<file path="src/rtl/txs_pkg.sv">
package txs_pkg;

    typedef enum logic [2:0] {
        PH_STANDBY,
        PH_VCO,
        PH_BIAS,
        PH_LOCK,
        PH_TX
    } phase_e;

    localparam int          CTRL_W   = 4;
    localparam logic [7:0]  TUNE_RST = 8'h45;
    localparam logic [CTRL_W-1:0] CTRL_RST = 4'h4;

    // control bit positions
    localparam int CB_SKIP  = 0;
    localparam int CB_FVCO  = 1;
    localparam int CB_FRC   = 2;
    localparam int CB_FINE  = 3;

    localparam logic ADDR_TUNE = 1'b0;
    localparam logic ADDR_CTRL = 1'b1;

    typedef struct packed {
        logic [7:0]        tune;
        logic [CTRL_W-1:0] ctrl;
    } regs_t;

endpackage

</file>
<file path="src/rtl/txs_regs.sv">
module txs_regs
    import txs_pkg::*;
(
    input  logic              clk,
    input  logic              rst_n,
    input  logic              wr_en,
    input  logic              addr,
    input  logic [7:0]        wdata,
    input  logic              clr_fvco,
    input  logic              clr_frc,
    output logic [7:0]        rdata,
    output logic [7:0]        tune,
    output logic [CTRL_W-1:0] ctrl
);

    regs_t r_d, r_q;

    always_comb begin
        r_d = r_q;
        if (wr_en) begin
            if (addr == ADDR_TUNE) r_d.tune = wdata;
            else                   r_d.ctrl = wdata[CTRL_W-1:0];
        end
        // hardware completion clear wins over a same-cycle write
        if (clr_fvco) r_d.ctrl[CB_FVCO] = 1'b0;
        if (clr_frc)  r_d.ctrl[CB_FRC]  = 1'b0;
    end

    always_ff @(posedge clk or negedge rst_n) begin
        if (!rst_n) begin
            r_q.tune <= TUNE_RST;
            r_q.ctrl <= CTRL_RST;
        end else begin
            r_q <= r_d;
        end
    end

    assign tune  = r_q.tune;
    assign ctrl  = r_q.ctrl;
    assign rdata = (addr == ADDR_TUNE) ? r_q.tune
                                       : {{(8-CTRL_W){1'b0}}, r_q.ctrl};

endmodule

</file>
<file path="src/rtl/txs_seq.sv">
module txs_seq
    import txs_pkg::*;
#(
    parameter int T0_W          = 3,
    parameter int TS_W          = 5,
    parameter int TS_UNIT_TICKS = 5
) (
    input  logic            clk,
    input  logic            rst_n,
    input  logic            tick,
    input  logic            tx_request,
    input  logic            freq_change,
    input  logic [T0_W-1:0] bias_len,
    input  logic [TS_W-1:0] lock_len,
    input  logic            force_vco,
    input  logic            skip_auto,
    input  logic            vco_cal_done,
    output logic            vco_cal_go,
    output logic            clr_force_vco,
    output logic            tx_ready,
    output logic            seq_busy
);

    localparam int MAX_LOCK = ((1 << TS_W) - 1) * TS_UNIT_TICKS;
    localparam int MAX_BIAS = (1 << T0_W) - 1;
    localparam int MAX_CNT  = (MAX_LOCK > MAX_BIAS) ? MAX_LOCK : MAX_BIAS;
    localparam int CNT_W    = $clog2(MAX_CNT + 1);

    typedef struct packed {
        phase_e           ph;
        logic [CNT_W-1:0] cnt;
        logic             pend;
    } seq_t;

    seq_t s_d, s_q;
    logic vco_fin;

    always_comb begin
        s_d     = s_q;
        vco_fin = (s_q.ph == PH_VCO) && vco_cal_done;

        if (vco_fin)     s_d.pend = 1'b0;
        if (freq_change) s_d.pend = 1'b1;

        if (!tx_request) begin
            s_d.ph  = PH_STANDBY;
            s_d.cnt = '0;
        end else begin
            unique case (s_q.ph)
                PH_STANDBY: begin
                    if (force_vco || (s_q.pend && !skip_auto)) begin
                        s_d.ph = PH_VCO;
                    end else begin
                        s_d.ph  = PH_BIAS;
                        s_d.cnt = CNT_W'(bias_len);
                    end
                end
                PH_VCO: begin
                    if (vco_cal_done) begin
                        s_d.ph  = PH_BIAS;
                        s_d.cnt = CNT_W'(bias_len);
                    end
                end
                PH_BIAS: begin
                    if (s_q.cnt == '0) begin
                        s_d.ph  = PH_LOCK;
                        s_d.cnt = CNT_W'(lock_len) * CNT_W'(TS_UNIT_TICKS);
                    end else if (tick) begin
                        s_d.cnt = s_q.cnt - 1'b1;
                    end
                end
                PH_LOCK: begin
                    if (tick) begin
                        if (s_q.cnt == '0) s_d.ph  = PH_TX;
                        else               s_d.cnt = s_q.cnt - 1'b1;
                    end
                end
                PH_TX: s_d.ph = PH_TX;
                default: begin
                    s_d.ph  = PH_STANDBY;
                    s_d.cnt = '0;
                end
            endcase
        end
    end

    always_ff @(posedge clk or negedge rst_n) begin
        if (!rst_n) begin
            s_q.ph   <= PH_STANDBY;
            s_q.cnt  <= '0;
            s_q.pend <= 1'b1;
        end else begin
            s_q <= s_d;
        end
    end

    assign vco_cal_go    = (s_q.ph == PH_VCO);
    assign clr_force_vco = vco_fin;
    assign tx_ready      = (s_q.ph == PH_TX);
    assign seq_busy      = (s_q.ph == PH_VCO) || (s_q.ph == PH_BIAS)
                           || (s_q.ph == PH_LOCK);

endmodule

</file>
<file path="src/rtl/txs_rc.sv">
module txs_rc #(
    parameter int FINE_PERIOD_TICKS = 6_000_000
) (
    input  logic clk,
    input  logic rst_n,
    input  logic tick,
    input  logic force_rc,
    input  logic fine_en,
    input  logic rc_cal_done,
    output logic rc_full_go,
    output logic rc_fine_go,
    output logic clr_force_rc
);

    localparam int FW = (FINE_PERIOD_TICKS > 2) ? $clog2(FINE_PERIOD_TICKS) : 1;
    localparam logic [FW-1:0] LAST = FW'(FINE_PERIOD_TICKS - 1);

    typedef struct packed {
        logic [FW-1:0] cnt;
        logic          fine_pend;
    } rc_t;

    rc_t c_d, c_q;

    always_comb begin
        c_d = c_q;
        if (rc_cal_done && !force_rc) c_d.fine_pend = 1'b0;
        if (!fine_en) begin
            c_d.cnt       = '0;
            c_d.fine_pend = 1'b0;
        end else if (tick) begin
            if (c_q.cnt == LAST) begin
                c_d.cnt       = '0;
                c_d.fine_pend = 1'b1;
            end else begin
                c_d.cnt = c_q.cnt + 1'b1;
            end
        end
    end

    always_ff @(posedge clk or negedge rst_n) begin
        if (!rst_n) begin
            c_q.cnt       <= '0;
            c_q.fine_pend <= 1'b0;
        end else begin
            c_q <= c_d;
        end
    end

    assign rc_full_go   = force_rc;
    assign rc_fine_go   = c_q.fine_pend && !force_rc;
    assign clr_force_rc = force_rc && rc_cal_done;

endmodule

</file>
<file path="src/rtl/txstart_seq.sv">
module txstart_seq
    import txs_pkg::*;
#(
    parameter int T0_W              = 3,
    parameter int TS_W              = 5,
    parameter int TS_UNIT_TICKS     = 5,
    parameter int FINE_PERIOD_TICKS = 6_000_000
) (
    input  logic       clk,
    input  logic       rst_n,
    input  logic       reg_wr_en,
    input  logic       reg_addr,
    input  logic [7:0] reg_wdata,
    output logic [7:0] reg_rdata,
    input  logic       tick,
    input  logic       tx_request,
    input  logic       freq_change,
    input  logic       vco_cal_done,
    input  logic       rc_cal_done,
    output logic       vco_cal_go,
    output logic       rc_full_go,
    output logic       rc_fine_go,
    output logic       seq_busy,
    output logic       tx_ready
);

    logic [7:0]        tune;
    logic [CTRL_W-1:0] ctrl;
    logic              clr_fvco, clr_frc;

    txs_regs u_regs (
        .clk      (clk),
        .rst_n    (rst_n),
        .wr_en    (reg_wr_en),
        .addr     (reg_addr),
        .wdata    (reg_wdata),
        .clr_fvco (clr_fvco),
        .clr_frc  (clr_frc),
        .rdata    (reg_rdata),
        .tune     (tune),
        .ctrl     (ctrl)
    );

    txs_seq #(
        .T0_W          (T0_W),
        .TS_W          (TS_W),
        .TS_UNIT_TICKS (TS_UNIT_TICKS)
    ) u_seq (
        .clk           (clk),
        .rst_n         (rst_n),
        .tick          (tick),
        .tx_request    (tx_request),
        .freq_change   (freq_change),
        .bias_len      (tune[0 +: T0_W]),
        .lock_len      (tune[T0_W +: TS_W]),
        .force_vco     (ctrl[CB_FVCO]),
        .skip_auto     (ctrl[CB_SKIP]),
        .vco_cal_done  (vco_cal_done),
        .vco_cal_go    (vco_cal_go),
        .clr_force_vco (clr_fvco),
        .tx_ready      (tx_ready),
        .seq_busy      (seq_busy)
    );

    txs_rc #(
        .FINE_PERIOD_TICKS (FINE_PERIOD_TICKS)
    ) u_rc (
        .clk          (clk),
        .rst_n        (rst_n),
        .tick         (tick),
        .force_rc     (ctrl[CB_FRC]),
        .fine_en      (ctrl[CB_FINE]),
        .rc_cal_done  (rc_cal_done),
        .rc_full_go   (rc_full_go),
        .rc_fine_go   (rc_fine_go),
        .clr_force_rc (clr_frc)
    );

endmodule

</file>
<file path="config.mk">
export PLATFORM = sky130hd
export DESIGN_NAME = txstart_seq
export DESIGN_NICKNAME = d
export VERILOG_FILES = /design/src/rtl/txs_pkg.sv /design/src/rtl/txs_regs.sv /design/src/rtl/txs_seq.sv /design/src/rtl/txs_rc.sv /design/src/rtl/txstart_seq.sv
export SDC_FILE = /design/constraint.sdc
export NUM_CORES = 1
export LEC_CHECK = 0
export BUFFER_PORTS_ARGS = -buffer_cell sky130_fd_sc_hd__buf_2
export CORE_MARGIN = 2
export CORE_UTILIZATION = 50
export CTS_BUF_LIST = sky130_fd_sc_hd__clkbuf_4
export CTS_CLUSTER_DIAMETER = 80
export DETAILED_ROUTE_END_ITERATION = 7
export PLACE_DENSITY = 0.71
export SYNTH_ARGS = -nofsm -noshare
export SYNTH_HDL_FRONTEND = slang
export SYNTH_SLANG_ARGS = --single-unit
</file>
<file path="constraint.sdc">
create_clock -name clk -period 2.9 [get_ports clk]
set_input_delay 0.58 -clock clk [delete_from_list [all_inputs] [get_ports clk]]
set_output_delay 0.58 -clock clk [all_outputs]
set_load 0.02 [all_outputs]
</file>
==> flow_metrics.tcl <==
set metrics [dict create \
    status "completed" \
    diodes 0 \
    routed_via_density 5.96 \
    final_hold_viol_count 0 \
    vias 2508 \
    synth_area_mm2 0.00298 \
    powerDensity_mw_per_mm2 705 \
    path_buf_inv 1 \
    critPathMaxStageDelay_ns 0.45 \
    synth.top_cells.by_count "43 x dfrtp_1, 33 x nand2_1, 21 x nand3_1, 16 x nor2_1, 16 x o21ai_0" \
    ir_drop_v 0.000343 \
    timing.rr.start "u_seq.s_q[1]" \
    synth_top_area_share_pct 36.2 \
    maxSlewHeadroom_pct 50.4 \
    critPathRequiredTime_ns 3.18 \
    grt_max_degree 36 \
    syn_nets 343 \
    critical_path_class "flip-flop to flip-flop" \
    die_w_um 81.1 \
    p_clk_share_pct 18.1 \
    worst_ep_arrival_time_ns 2.58 \
    cts_tree "built" \
    drv_slew 0 \
    ys_warn_count 0 \
    yosysSeqAreaShare_pct 40.6 \
    max_freq_mhz 434 \
    io_pins 30 \
    synth_largest_area_cell "dfrtp_1" \
    synthTopCellsByArea "dfrtp_1 36%, mux2_2 4.9%, dfstp_2 4.4%" \
    crit_path_max_fanout 8 \
    fill_cells 527 \
    cts_made_buffers 5 \
    fin_crit_sh_pct 79.4 \
    io_buffers 29 \
    synth_cell_types 54 \
    die_area_mm2 0.00658 \
    sw_frac_of_total_pct 39.9 \
    postCtsSetupRepairBufs 0 \
    drtAntennaViolNets 0 \
    async_reset_ff_share_pct 100 \
    cts_resized 0 \
    worst_pin_slew_ns 0.742 \
    seqCellArea_mm2 0.00121 \
    track_usage_pct 21.7 \
    hold_buffers 0 \
    maxCapViolCount 0 \
    startpoint_type "flip-flop" \
    synth_most_common_cell "dfrtp_1" \
    syn_avg_cell_area_um2 9.39 \
    worstReg2RegEnd "u_seq.s_q[3]" \
    rsz0062_at_grt "no" \
    cp_num_cells 7 \
    synthToLayoutAreaGrowth_pct 10.0 \
    clock_path_buffers 2 \
    routed_wl_mm 6.69 \
    synthCells 317 \
    drtPass1Iterations 6 \
    htree_levels 2 \
    cp_slowest_cell "dfrtp_1" \
    synthFlopType "dfrtp_1" \
    clkTransAtPathRegs_ns 0.15 \
    leakage_nw 1.51 \
    cts_sinks 48 \
    finalSetupViolations 0 \
    drc 0 \
    p_sw_mw 0.921 \
    root_buffer "clkbuf_4" \
    avgRoutedWirePerCell_um 15.9 \
    hpwl_mm 4.98 \
    fp.coreArea_mm2 0.00585 \
    final_util_pct 55.9 \
    cp_top_family "simple AND/OR/NAND/NOR gates" \
    reg2regPathDepth 7 \
    setup-tns-final_ns 0 \
    start_util_pct 50.9 \
    multi_input_area_mm2 0.00166 \
    antenna_found_initial 0 \
    r2r_slack_ns 0.60 \
    synth_seq_cells 48 \
    endpoint_kind "flip-flop" \
    fin_crit_ns 2.30 \
    skew_ns 0.0151 \
    synth_edf_count 0 \
    gp_congestion 0.899 \
    seqPwrFrac_pct 40.6 \
    grt_pass1_vias 2356 \
    final_layout_size_suffix_gt1_share_pct 21.7 \
    clk_latency_ns 0.37 \
    grt-ovfl-total 0 \
    intPower_mw 1.39 \
    fin_nets 371 \
    crit_chain "inv_1 -> ha_1 -> nor4b_4 -> and2_4 -> o21ai_2 -> or2_1 -> mux2_4" \
    worstHoldPathType "input pin to asynchronous set/reset pin" \
    grt_pass1_wl_mm 11.1 \
    drt_iter0_drc 190 \
    row_count 28 \
    p_comb_share_pct 41.3 \
    die_y_um 81.1 \
]
cell usage in the layout, fill, tap and decap left out, types with 8 or more instances in the layout:
cell     synthesis  routed
a21oi_1         15      15
o21ai_0         16      16
nor2b_1          9       9
dfrtp_1         43      43
ha_1             8       8
nor2_1          16      16
buf_2            4      29
mux2_2          13      13
nand3_1         21      21
nand4_1         11      11
nand2_1         33      33
inv_1           12      12
and3_1           9       9
nor3_1          11      11
cell families (layout without fill, tap and decap cells):
logic type	count (synthesis)	in the layout	synth area share (%)
xor+xnor	5	5	1.47
mux	22	22	8.62
compound gates	68	68	15.4
flops	48	48	40.6
fa+ha+maj	9	9	4.04
buf+inv	25	54	3.62
simple gates	140	140	26.3
power groups by stage:
stage	logic (mW)	clock network, mW	registers (mW)
floorplan	0.776	0	0.878
global placement	0.924	0	0.939
global route	1.05	0.460	0.955
CTS	0.942	0.433	0.931
detailed placement	0.939	0	0.943
finish	0.954	0.418	0.937
metal layers:
metal  routed length [um]  global-route usage [%]
met3                  345                    5.22
met4                   37                    4.75
met5                    0                       0
met1                 3350                    31.8
met2                 2950                    32.7
worst reg2reg max path, delay by kind of cell, from the launching register on:
family,cells,cell delay (ns)
simple gates,3,0.92
flops,1,0.45
mux,1,0.35
fa+ha+maj,1,0.30
buf+inv,1,0.10
compound gates,1,0.08
registers in the layout, indices dropped and copies added, names as in the netlist:
register / flops
u_seq.s_q: 12
u_rc.c_q: 24
u_regs.tune: 8
u_regs.ctrl: 4
area by class of cell:
type | instances | share of cell area [%]
multi-input cells | 244 | 50.7
flip-flops and latches | 48 | 36.9
repair buffers | 34 | 5.58
well taps | 75 | 2.87
clock inverters | 3 | 1.41
inverters | 12 | 1.38
clock buffers | 5 | 1.15
worst max path at each step:
stage                 start           end  slack, ns
3_3_place_gp   u_seq.s_q[1]  u_seq.s_q[1]       0.70
3_5_place_dp   u_seq.s_q[1]  u_seq.s_q[3]       0.64
2_1_floorplan  u_seq.s_q[1]  u_seq.s_q[1]       0.85
6_report       u_seq.s_q[1]  u_seq.s_q[3]       0.60
5_1_grt        u_seq.s_q[1]  u_seq.s_q[3]       0.41
4_1_cts        u_seq.s_q[1]  u_seq.s_q[3]       0.61
through the flow:
| stage | hold WS (ns) | setup slack (ns) | std cells | power [mW] | cell area, um^2 |
|---|---|---|---|---|---|
| after floorplan | 0.284 | 0.853 | 317 | 1.65 | 2980 |
| after global placement | 0.496 | 0.705 | 413 | 1.86 | 3190 |
| after detailed placement | 0.498 | 0.642 | 413 | 1.88 | 3190 |
| after CTS | 0.0878 | 0.613 | 421 | 2.31 | 3270 |
| after global routing | 0.0825 | 0.412 | 421 | 2.46 | 3270 |
| final | 0.0885 | 0.597 | 421 | 2.31 | 3270 |
Note: power is estimated with default switching activity, not from simulation.
